===== config.mk =====
export PLATFORM = sky130hd
export DESIGN_NAME = ioport_regblk
export DESIGN_NICKNAME = d
export VERILOG_FILES = /design/src/rtl/ioport_pkg.sv /design/src/rtl/ioport_decode.sv /design/src/rtl/ioport_ctl_bank.sv /design/src/rtl/ioport_gpio.sv /design/src/rtl/ioport_regblk.sv
export SDC_FILE = /design/constraint.sdc
export NUM_CORES = 1
export LEC_CHECK = 0
export ABC_AREA = 0
export BUFFER_PORTS_ARGS = -buffer_cell sky130_fd_sc_hd__buf_2
export CAP_MARGIN = 10
export CORE_AREA = 2 2 167 169
export CTS_CLUSTER_SIZE = 10
export DETAILED_ROUTE_END_ITERATION = 10
export DIE_AREA = 0 0 169 171
export MAX_ROUTING_LAYER = met4
export PLACE_DENSITY_LB_ADDON = 0.05
export SLEW_MARGIN = 20
export SYNTH_ARGS = -nofsm -noshare
export SYNTH_HDL_FRONTEND = slang
export SYNTH_HIERARCHICAL = 1
export SYNTH_SLANG_ARGS = --single-unit

===== constraint.sdc =====
create_clock -name clk -period 2.34 [get_ports clk]
set_input_delay 0 -clock clk [delete_from_list [all_inputs] [get_ports clk]]
set_output_delay 0 -clock clk [all_outputs]
set_load 0.01 [all_outputs]

===== src/rtl/ioport_pkg.sv =====
package ioport_pkg;
  localparam int DW      = 16;
  localparam int LINES   = 16;
  localparam int NREGS   = 11;
  localparam int IDX_W   = $clog2(NREGS);
  localparam int NCTL    = 8;

  localparam int IX_MODE = 0;
  localparam int IX_CFG  = 1;
  localparam int IX_STAT = 2;
  localparam int IX_PWR  = 3;
  localparam int IX_CLK  = 4;
  localparam int IX_IRQ  = 5;
  localparam int IX_MSK  = 6;
  localparam int IX_IST  = 7;
  localparam int IX_DIR  = 8;
  localparam int IX_LVW  = 9;
  localparam int IX_LVR  = 10;

  localparam logic [DW-1:0] STAT_RESET = 16'h0002;
  localparam logic [DW-1:0] PWR_FORCE  = 16'h8040;

  function automatic logic [DW-1:0] f_power_fix(input logic [DW-1:0] v);
    return v[7] ? (v | PWR_FORCE) : v;
  endfunction

  function automatic logic [LINES-1:0] f_resolve(input logic [LINES-1:0] lvl,
                                                 input logic [LINES-1:0] dir);
    return lvl & dir;
  endfunction

  function automatic logic [LINES-1:0] f_merge_pins(input logic [LINES-1:0] lvl,
                                                    input logic [LINES-1:0] stb,
                                                    input logic [LINES-1:0] val);
    return (lvl & ~stb) | (val & stb);
  endfunction
endpackage


===== src/rtl/ioport_decode.sv =====
module ioport_decode
  import ioport_pkg::*;
#(
  parameter int ADDR_W = 12
) (
  input  logic              bus_sel,
  input  logic              bus_we,
  input  logic [ADDR_W-1:0] bus_addr,
  output logic [NREGS-1:0]  wr_vec,
  output logic              rd_en,
  output logic [IDX_W-1:0]  hit_idx,
  output logic              hit_none
);
  logic [ADDR_W-3:0] word;
  logic              in_map;

  assign word     = bus_addr[ADDR_W-1:2];
  assign in_map   = (bus_addr[1:0] == 2'b00) && (word < (ADDR_W-2)'(NREGS));
  assign hit_none = bus_sel && !in_map;
  assign hit_idx  = in_map ? word[IDX_W-1:0] : '0;
  assign rd_en    = bus_sel && !bus_we && in_map;

  for (genvar i = 0; i < NREGS; i++) begin : g_wr
    assign wr_vec[i] = bus_sel && bus_we && in_map && (word == (ADDR_W-2)'(i));
  end
endmodule


===== src/rtl/ioport_ctl_bank.sv =====
module ioport_ctl_bank
  import ioport_pkg::*;
(
  input  logic                     clk,
  input  logic                     rst_n,
  input  logic [NCTL-1:0]          wr_en,
  input  logic [DW-1:0]            wdata,
  output logic [NCTL-1:0][DW-1:0]  vals
);
  for (genvar i = 0; i < NCTL; i++) begin : g_word
    if (i == IX_STAT) begin : g_status
      logic unused_wr;
      assign unused_wr = wr_en[i];
      assign vals[i]   = STAT_RESET;
    end else if (i == IX_PWR) begin : g_power
      logic [DW-1:0] q;
      always_ff @(posedge clk) begin
        if (!rst_n)        q <= '0;
        else if (wr_en[i]) q <= f_power_fix(wdata);
      end
      assign vals[i] = q;
    end else begin : g_plain
      logic [DW-1:0] q;
      always_ff @(posedge clk) begin
        if (!rst_n)        q <= '0;
        else if (wr_en[i]) q <= wdata;
      end
      assign vals[i] = q;
    end
  end
endmodule


===== src/rtl/ioport_gpio.sv =====
module ioport_gpio
  import ioport_pkg::*;
(
  input  logic             clk,
  input  logic             rst_n,
  input  logic             wr_dir,
  input  logic             wr_lvl,
  input  logic [DW-1:0]    wdata,
  input  logic [LINES-1:0] pin_stb,
  input  logic [LINES-1:0] pin_val,
  output logic [LINES-1:0] dir_q,
  output logic [LINES-1:0] lvl_q,
  output logic [LINES-1:0] line_lvl,
  output logic [LINES-1:0] line_chg,
  output logic             upd
);
  logic [LINES-1:0] dir_d, lvl_d, res_d;

  assign dir_d = wr_dir ? wdata[LINES-1:0] : dir_q;
  assign lvl_d = wr_lvl ? (wdata[LINES-1:0] & dir_q)
                        : f_merge_pins(lvl_q, pin_stb, pin_val);
  assign res_d = f_resolve(lvl_d, dir_d);
  assign upd   = wr_dir || wr_lvl;

  always_ff @(posedge clk) begin
    if (!rst_n) begin
      dir_q <= '0;
      lvl_q <= '0;
    end else begin
      dir_q <= dir_d;
      lvl_q <= lvl_d;
    end
  end

  for (genvar i = 0; i < LINES; i++) begin : g_line
    logic prev_q, chg_q;
    always_ff @(posedge clk) begin
      if (!rst_n) begin
        prev_q <= 1'b0;
        chg_q  <= 1'b0;
      end else begin
        chg_q <= upd && (res_d[i] != prev_q);
        if (upd) prev_q <= res_d[i];
      end
    end
    assign line_lvl[i] = prev_q;
    assign line_chg[i] = chg_q;
  end
endmodule


===== src/rtl/ioport_regblk.sv =====
module ioport_regblk
  import ioport_pkg::*;
#(
  parameter int ADDR_W = 12
) (
  input  logic              clk,
  input  logic              rst_n,
  input  logic              bus_sel,
  input  logic              bus_we,
  input  logic [ADDR_W-1:0] bus_addr,
  input  logic [31:0]       bus_wdata,
  output logic [31:0]       bus_rdata,
  output logic              bus_err,
  input  logic [LINES-1:0]  pin_stb,
  input  logic [LINES-1:0]  pin_val,
  output logic [LINES-1:0]  line_lvl,
  output logic [LINES-1:0]  line_chg
);
  logic [NREGS-1:0]         wr_vec;
  logic                     rd_en;
  logic [IDX_W-1:0]         hit_idx;
  logic                     hit_none;
  logic [NCTL-1:0][DW-1:0]  ctl_vals;
  logic [LINES-1:0]         dir_q, lvl_q;
  logic                     gpio_upd;
  logic [DW-1:0]            wdata16;
  logic [DW-1:0]            pwr_val;
  logic [DW-1:0]            rd_word;
  logic                     unused_hi;

  assign wdata16   = bus_wdata[DW-1:0];
  assign unused_hi = ^bus_wdata[31:DW];
  assign pwr_val   = ctl_vals[IX_PWR];

  ioport_decode #(.ADDR_W(ADDR_W)) u_dec (
    .bus_sel (bus_sel),
    .bus_we  (bus_we),
    .bus_addr(bus_addr),
    .wr_vec  (wr_vec),
    .rd_en   (rd_en),
    .hit_idx (hit_idx),
    .hit_none(hit_none)
  );

  ioport_ctl_bank u_ctl (
    .clk  (clk),
    .rst_n(rst_n),
    .wr_en(wr_vec[NCTL-1:0]),
    .wdata(wdata16),
    .vals (ctl_vals)
  );

  ioport_gpio u_gpio (
    .clk     (clk),
    .rst_n   (rst_n),
    .wr_dir  (wr_vec[IX_DIR]),
    .wr_lvl  (wr_vec[IX_LVW] || wr_vec[IX_LVR]),
    .wdata   (wdata16),
    .pin_stb (pin_stb),
    .pin_val (pin_val),
    .dir_q   (dir_q),
    .lvl_q   (lvl_q),
    .line_lvl(line_lvl),
    .line_chg(line_chg),
    .upd     (gpio_upd)
  );

  always_comb begin
    rd_word = '0;
    if (hit_idx < IDX_W'(NCTL))          rd_word = ctl_vals[hit_idx[2:0]];
    else if (hit_idx == IDX_W'(IX_DIR))  rd_word = dir_q;
    else                                 rd_word = lvl_q;
  end

  assign bus_rdata = rd_en ? {{(32-DW){1'b0}}, rd_word} : 32'h0;

  always_ff @(posedge clk) begin
    if (!rst_n) bus_err <= 1'b0;
    else        bus_err <= hit_none;
  end
endmodule


==> metrics.md, run 1 <==
| Metric | Value |
|---|---|
| Run status | `complete, but fails checks` |
| Failing checks | `negative setup slack` |
| Crit path DAT | `2.46 ns` |
| Worst skew pair latency | `0.43 ns` |
| Crit path max fanout | `8` |
| PwrDens | `about 540 nW/um^2` |
| TritonCTS buffer count | `17` |
| Root Driver | `clkbuf_16` |
| Vias/cell | `~4.7` |
| CTS tree | `yes` |
| RSZ-0062 raised after global routing | `true` |
| Largest net degree at the start of global routing | `92` |
| Clock skew | `roughly 0.011 ns` |
| ANT nets after route | `0` |
| Seq. cell area | `~3500 um^2` |
| Top Ports | `145` |
| P_int | `between 4 and 5 mW` |
| Number of global-route vias before repair | `around 6.5k` |
| FMAX | `406 MHz` |
| Die Span Y | `about 170 um` |
| Hold WC Path Type | `in2reg` |
| Nets | `about 1.1k` |
| Number of port buffers | `112` |
| Max IR drop VDD | `between 0.0004 and 0.0005 V` |
| Die area | `slightly below 30000 um^2` |
| Req. time, crit path | `2.34 ns` |
| P&R area growth vs syn | `23.1%` |
| Final Util | `between 40% and 50%` |
| Gr usage total | `a little under a fifth` |
| Via Count | `between 6k and 7k` |
| Initial antenna violation count | `1` |
| Area of the multi-input gates | `slightly above 5000 um^2` |
| Residual DRC | `0` |
| Core area | `~27000 um^2` |
| Post-Route WL | `around 25000 um` |
| Period utilisation layout | `105%` |
| CTS max path bufs | `2` |
| Final Power | `~6.2 mW` |
| Sw Share | `25.8%` |
| Layout cells sized above 1 | `30.2%` |
| Drt first pass iters | `4` |
| Clock Power Share | `~46%` |
| Dpl ws | `-0.460 ns` |
| Remaining global-route overflow | `0` |
| FILL cells | `~2.7k` |
| Combinational share of power | `5.1%` |
| WL/cell | `~18 um` |
| Pleak | `3.97 nW` |
| Final Slew Violations | `0` |
| Syn avg cell area | `between 10 and 15 um^2` |
| Sequential Power Share | `a little under 50%` |
| H-Tree Depth | `4` |
| FP Rows | `between 60 and 70` |
| Synthesized cell area | `9330 um^2` |
| Final setup viols | `11` |
| Post-detail-place hpwl | `approximately 17000 um` |
| Synth warnings | `6` |
| Mapped Cells | `between 900 and 1k` |
| Final Hold Fails | `0` |
| RD Place Congestion | `approximately 0.72` |
| Initial core utilization | `between 30% and 40%` |
| Crit start category | `input port` |
| Clock transition at the registers of the reported paths | `~0.08 ns` |
| Setup TNS | `-0.574 ns` |
| Sink Count | `roughly 180` |
| Crit path kind | `in2out` |
| Slack of the critical path | `-0.122 ns` |
| Fin crit period | `2.46 ns` |
| First-pass GRT wire length | `38700 um` |
| Die X | `169 um` |
| Switching power summed over all nets | `1.60 mW` |
| Setup crit end kind | `output pin` |
| Drt initial violations | `about 280` |
| Max-Cap Viols | `0` |
## final cells by class
class	instances	area share, %
Inverter	4	0.131
Antenna cell	1	0.0218
Clock buffer	18	3.82
Tap cell	346	3.77
Multi-Input combinational cell	623	45.0
Timing Repair Buffer	225	15.1
Sequential cell	177	30.8
Clock inverter	14	1.25
## state kept, by name, indices dropped and copies added, names as in the netlist
| register | count |
|---|---|
| bus_err | 1 |
| u_ctl/g_word.g_plain.q | 96 |
| u_ctl/g_word.g_power.q | 16 |
| u_gpio/dir_q | 16 |
| u_gpio/g_line.chg_q | 16 |
| u_gpio/g_line.prev_q | 16 |
| u_gpio/lvl_q | 16 |
## worst max-delay path: stages
cell	delay, ns
buf_6	0.09
or4_4	0.55
a211oi_4	0.23
and2_4	0.20
buf_12	0.13
buf_8	0.13
mux4_2	0.53
a2111oi_4	0.33
a311oi_1	0.08
buf_2	0.17
## placed cells by master (no fill, tap or decap), types with 7 or more instances in the layout
cell,instances
dlygate4sd3_1,17
o2bb2ai_1,16
buf_12,19
nor4_4,8
a211oi_1,17
clkbuf_16,17
nand2_1,53
mux2i_1,191
a311oi_1,7
nor2_1,42
a21boi_0,16
mux2_2,8
a211oi_2,15
nand2b_1,22
mux4_2,9
buf_6,9
nor2b_1,113
buf_2,111
buf_4,67
dfxtp_1,177
conb_1,32
## worst paths after layout
kind | slack (ns) | startpoint | cells after the start | end
worst max-delay path | -0.12 | bus_addr[7] | 10 | bus_rdata[10]
worst min-delay path | 0.008 | pin_val[6] | 3 | u_gpio/lvl_q[6]$_SDFF_PN0_
worst max register to register | 1.16 | u_gpio/dir_q[11]$_SDFF_PN0_ | 3 | u_gpio/g_line[11].chg_q$_SDFF_PN0_
worst min register to register | 0.48 | u_gpio/g_line[13].prev_q$_SDFFE_PN0P_ | 2 | u_gpio/g_line[13].chg_q$_SDFF_PN0_
## metrics by stage
step | hold slack [ns] | instances | area [um^2]
final | 0.00792 | 1408 | 11500
after global routing | 0.0165 | 1408 | 11500
after CTS | 0.000590 | 1404 | 11400
after detailed placement | 0.348 | 1354 | 10400
after global placement | 0.338 | 1354 | 10400
after floorplan | 0.127 | 934 | 9440
## power by group through the flow
stage | clock network, mW | registers [mW] | logic (mW)
after floorplan | 0 | 3.10 | 0.174
after global placement | 0 | 3.11 | 0.291
after detailed placement | 0 | 3.11 | 0.290
after CTS | 2.94 | 3.04 | 0.317
after global routing | 3.06 | 3.04 | 0.344
final | 2.86 | 3.04 | 0.315
## layer usage
metal  share of wire, %  track usage (%)
met1                 54             26.5
met2                 42             26.1
met3                3.0             2.36
met4               0.86             4.24
met5                  0                -
## what timing repair did
action	in CTS	in global routing
endpoints found under the hold margin	76	0
pin swaps	18	8
hold buffers	17	0
setup buffers	5	3
resized for setup	50	13
setup endpoints to repair	16	16
Power figures use the tool's default switching activity.
==> run 2, diff against run 1 <==
Settings changed: MAX_ROUTING_LAYER met4 to default, SKIP_CTS_REPAIR_TIMING from default to 1.
==> run 2 against run 1 <==
  * The run ends with negative hold slack, negative setup slack left
  * Combinational power decreased by 4%
  * Critical path depth unchanged
  * Maximum frequency is 0.60% lower
  * Sequential share of layout area is 0.40 points lower
  * Critical endpoint is now bus_rdata[4]
  * Highest routed layer is now met5
==> metrics.md, run 2 (same netlist as run 1, synthesis figures left out) <==
| Metric | Value |
|---|---|
| Run status | `complete, but fails checks` |
| Failing checks | `negative hold slack, negative setup slack` |
| Crit-path slowest cell | `mux4_2` |
| Finished Layout Cells | `1414` |
| Clock transition at the registers of the reported paths | `0.07 ns` |
| First-pass GRT wire length | `38300 um` |
| Final Slew Violations | `0` |
| Most frequent cells in the layout | `mux2i_1 (191), dfxtp_1 (177), nor2b_1 (112)` |
| Nets | `about 1.1k` |
| Wire length on met3 | `approximately 630 um` |
| Via Count | `6652` |
| Max IR drop VDD | `roughly 0.00044 V` |
| Buffers plus inverters on the worst setup path | `4` |
| CTS max path bufs | `2` |
| Worst skew pair latency | `0.43 ns` |
| Worst path cell trace | `buf_6 > or4_4 > a211oi_4 > and2_4 > buf_12 > mux4_2 > a2111oi_4 > buf_4 > a311oi_2 > buf_2` |
| Remaining global-route overflow | `0` |
| Die Span Y | `approximately 170 um` |
| Top delay family on crit path | `simple AND/OR/NAND/NOR gates` |
| ANT nets after route | `0` |
| Drt first pass iters | `4` |
| Period utilisation layout | `106%` |
| Largest Register | `u_ctl/g_word.g_plain.q` |
| Final Hold Fails | `4` |
| Area of the multi-input gates | `~5200 um^2` |
| Combinational share of power | `approximately 5%` |
| Setup TNS | `-1.00 ns` |
| Most common cell after layout, fill and taps aside | `mux2i_1` |
| RSZ-0062 raised after global routing | `true` |
| Placed insts | `1354` |
| Req. time, crit path | `2.34 ns` |
| Top Ports | `between 100 and 150` |
| Final setup viols | `13` |
| Number of flip-flops in the largest register | `96` |
| H-Tree Depth | `4` |
| Seq. cell area | `3540 um^2` |
| Switching power summed over all nets | `around 1.6 mW` |
| Initial antenna violation count | `1` |
| Final Power | `about 6.2 mW` |
| FILL cells | `2687` |
| Sw Share | `between 20% and 30%` |
| Residual DRC | `0` |
| Drt initial violations | `between 200 and 300` |
| Number of global-route vias before repair | `~6.4k` |
| Sink Count | `between 150 and 200` |
| Post-Route WL | `25300 um` |
| RD Place Congestion | `0.714` |
| Sequential Power Share | `~50%` |
| Gr usage total | `between 10% and 20%` |
| Ant. Diodes | `0` |
| Hold slack | `-0.0161 ns` |
| Worst path max stage delay | `~0.56 ns` |
| Crit path kind | `in2out` |
| Slack of the critical path | `-0.137 ns` |
| Clock Power Share | `~46%` |
| Initial core utilization | `34.2%` |
| Die X | `roughly 170 um` |
| Clock skew | `between 0.01 and 0.015 ns` |
| PwrDens | `532 nW/um^2` |
| Dpl ws | `-0.460 ns` |
| FMAX | `slightly above 400 MHz` |
| P_int | `roughly 4.6 mW` |
| CTS tree | `yes` |
| Crit path max fanout | `6` |
| Crit path DAT | `~2.5 ns` |
| P&R area growth vs syn | `24.8%` |
| Fin crit period | `roughly 2.5 ns` |
| Routed met1 length | `13600 um` |
| Core area | `~27000 um^2` |
| Metal2 WL | `around 11000 um` |
| Die area | `a little under 30000 um^2` |
| Uppermost routed layer | `met5` |
| Layout cells sized above 1 | `32.1%` |
| Vias/cell | `between 4 and 5` |
| Crit start category | `input port` |
| TritonCTS buffer count | `17` |
| Root Driver | `clkbuf_16` |
| WL/cell | `approximately 18 um` |
| Number of port buffers | `approximately 110` |
| Post-detail-place hpwl | `17300 um` |
| Hold WC Path Type | `in2reg` |
| Pleak | `about 4.0 nW` |
| Max-Cap Viols | `0` |
| Largest net degree at the start of global routing | `just over 90` |
| FP Rows | `61` |
| Setup crit end kind | `output pin` |
[run 2: cell types whose count changed in the layout (fill, tap and decap cells not counted), moves of 2 or more]
cell and change:
a311oi_1 -2, a311oi_2 +3, buf_12 +4, buf_4 +10
buf_8 +3, clkbuf_16 +2, dlygate4sd3_1 -11, nor2_1 -2
nor2_2 +2
[run 2: routing by layer]
| metal | up-vias | global-route usage [%] |
|---|---|---|
| met5 | - | 0 |
| met4 | 2 | 3.90 |
| met3 | 11 | 2.57 |
| met2 | 85 | 25.9 |
| met1 | 3172 | 26.0 |
| li1 | 3382 | - |
[run 2: layout make-up]
class / count / share of cell area (%)
Clock buffer: 18 / 3.77
Clock inverter: 14 / 1.24
Inverter: 4 / 0.129
Multi-Input combinational cell: 623 / 44.7
Sequential cell: 177 / 30.4
Tap cell: 346 / 3.72
Timing Repair Buffer: 232 / 16.1
[run 2: worst register-to-register path: stages (launching register included)]
cell      delay, ns
dfxtp_1        0.40
a21boi_0       0.15
a211oi_2       0.38
mux2i_1        0.22
[run 2: stage by stage]
stage          cell area, um^2  hold WS [ns]  util [%]
6_report                 11600       -0.0161      42.6
5_1_grt                  11600      0.000320      42.6
4_1_cts                  11000        -0.100      40.2
3_5_place_dp             10400         0.348      38.1
3_3_place_gp             10400         0.338      38.1
2_1_floorplan             9440         0.127         -
[run 2: worst paths after layout]
kind | start | to | slack [ns] | depth (start not counted)
setup / recovery | bus_addr[7] | bus_rdata[4] | -0.14 | 10
hold / removal | bus_wdata[6] | u_ctl/g_word[3].g_power.q[6]$_SDFFE_PN0P_ | -0.02 | 3
setup reg to reg | u_gpio/dir_q[11]$_SDFF_PN0_ | u_gpio/g_line[11].chg_q$_SDFF_PN0_ | 1.14 | 3
hold reg to reg | u_gpio/g_line[13].prev_q$_SDFFE_PN0P_ | u_gpio/g_line[13].chg_q$_SDFF_PN0_ | 0.48 | 2
[run 2: power by group through the flow]
stage	logic, mW	clock network, mW	registers, mW
final	0.303	2.85	3.04
after global routing	0.331	3.06	3.04
after CTS	0.291	2.94	3.04
after detailed placement	0.290	0	3.11
after global placement	0.291	0	3.11
after floorplan	0.174	0	3.10
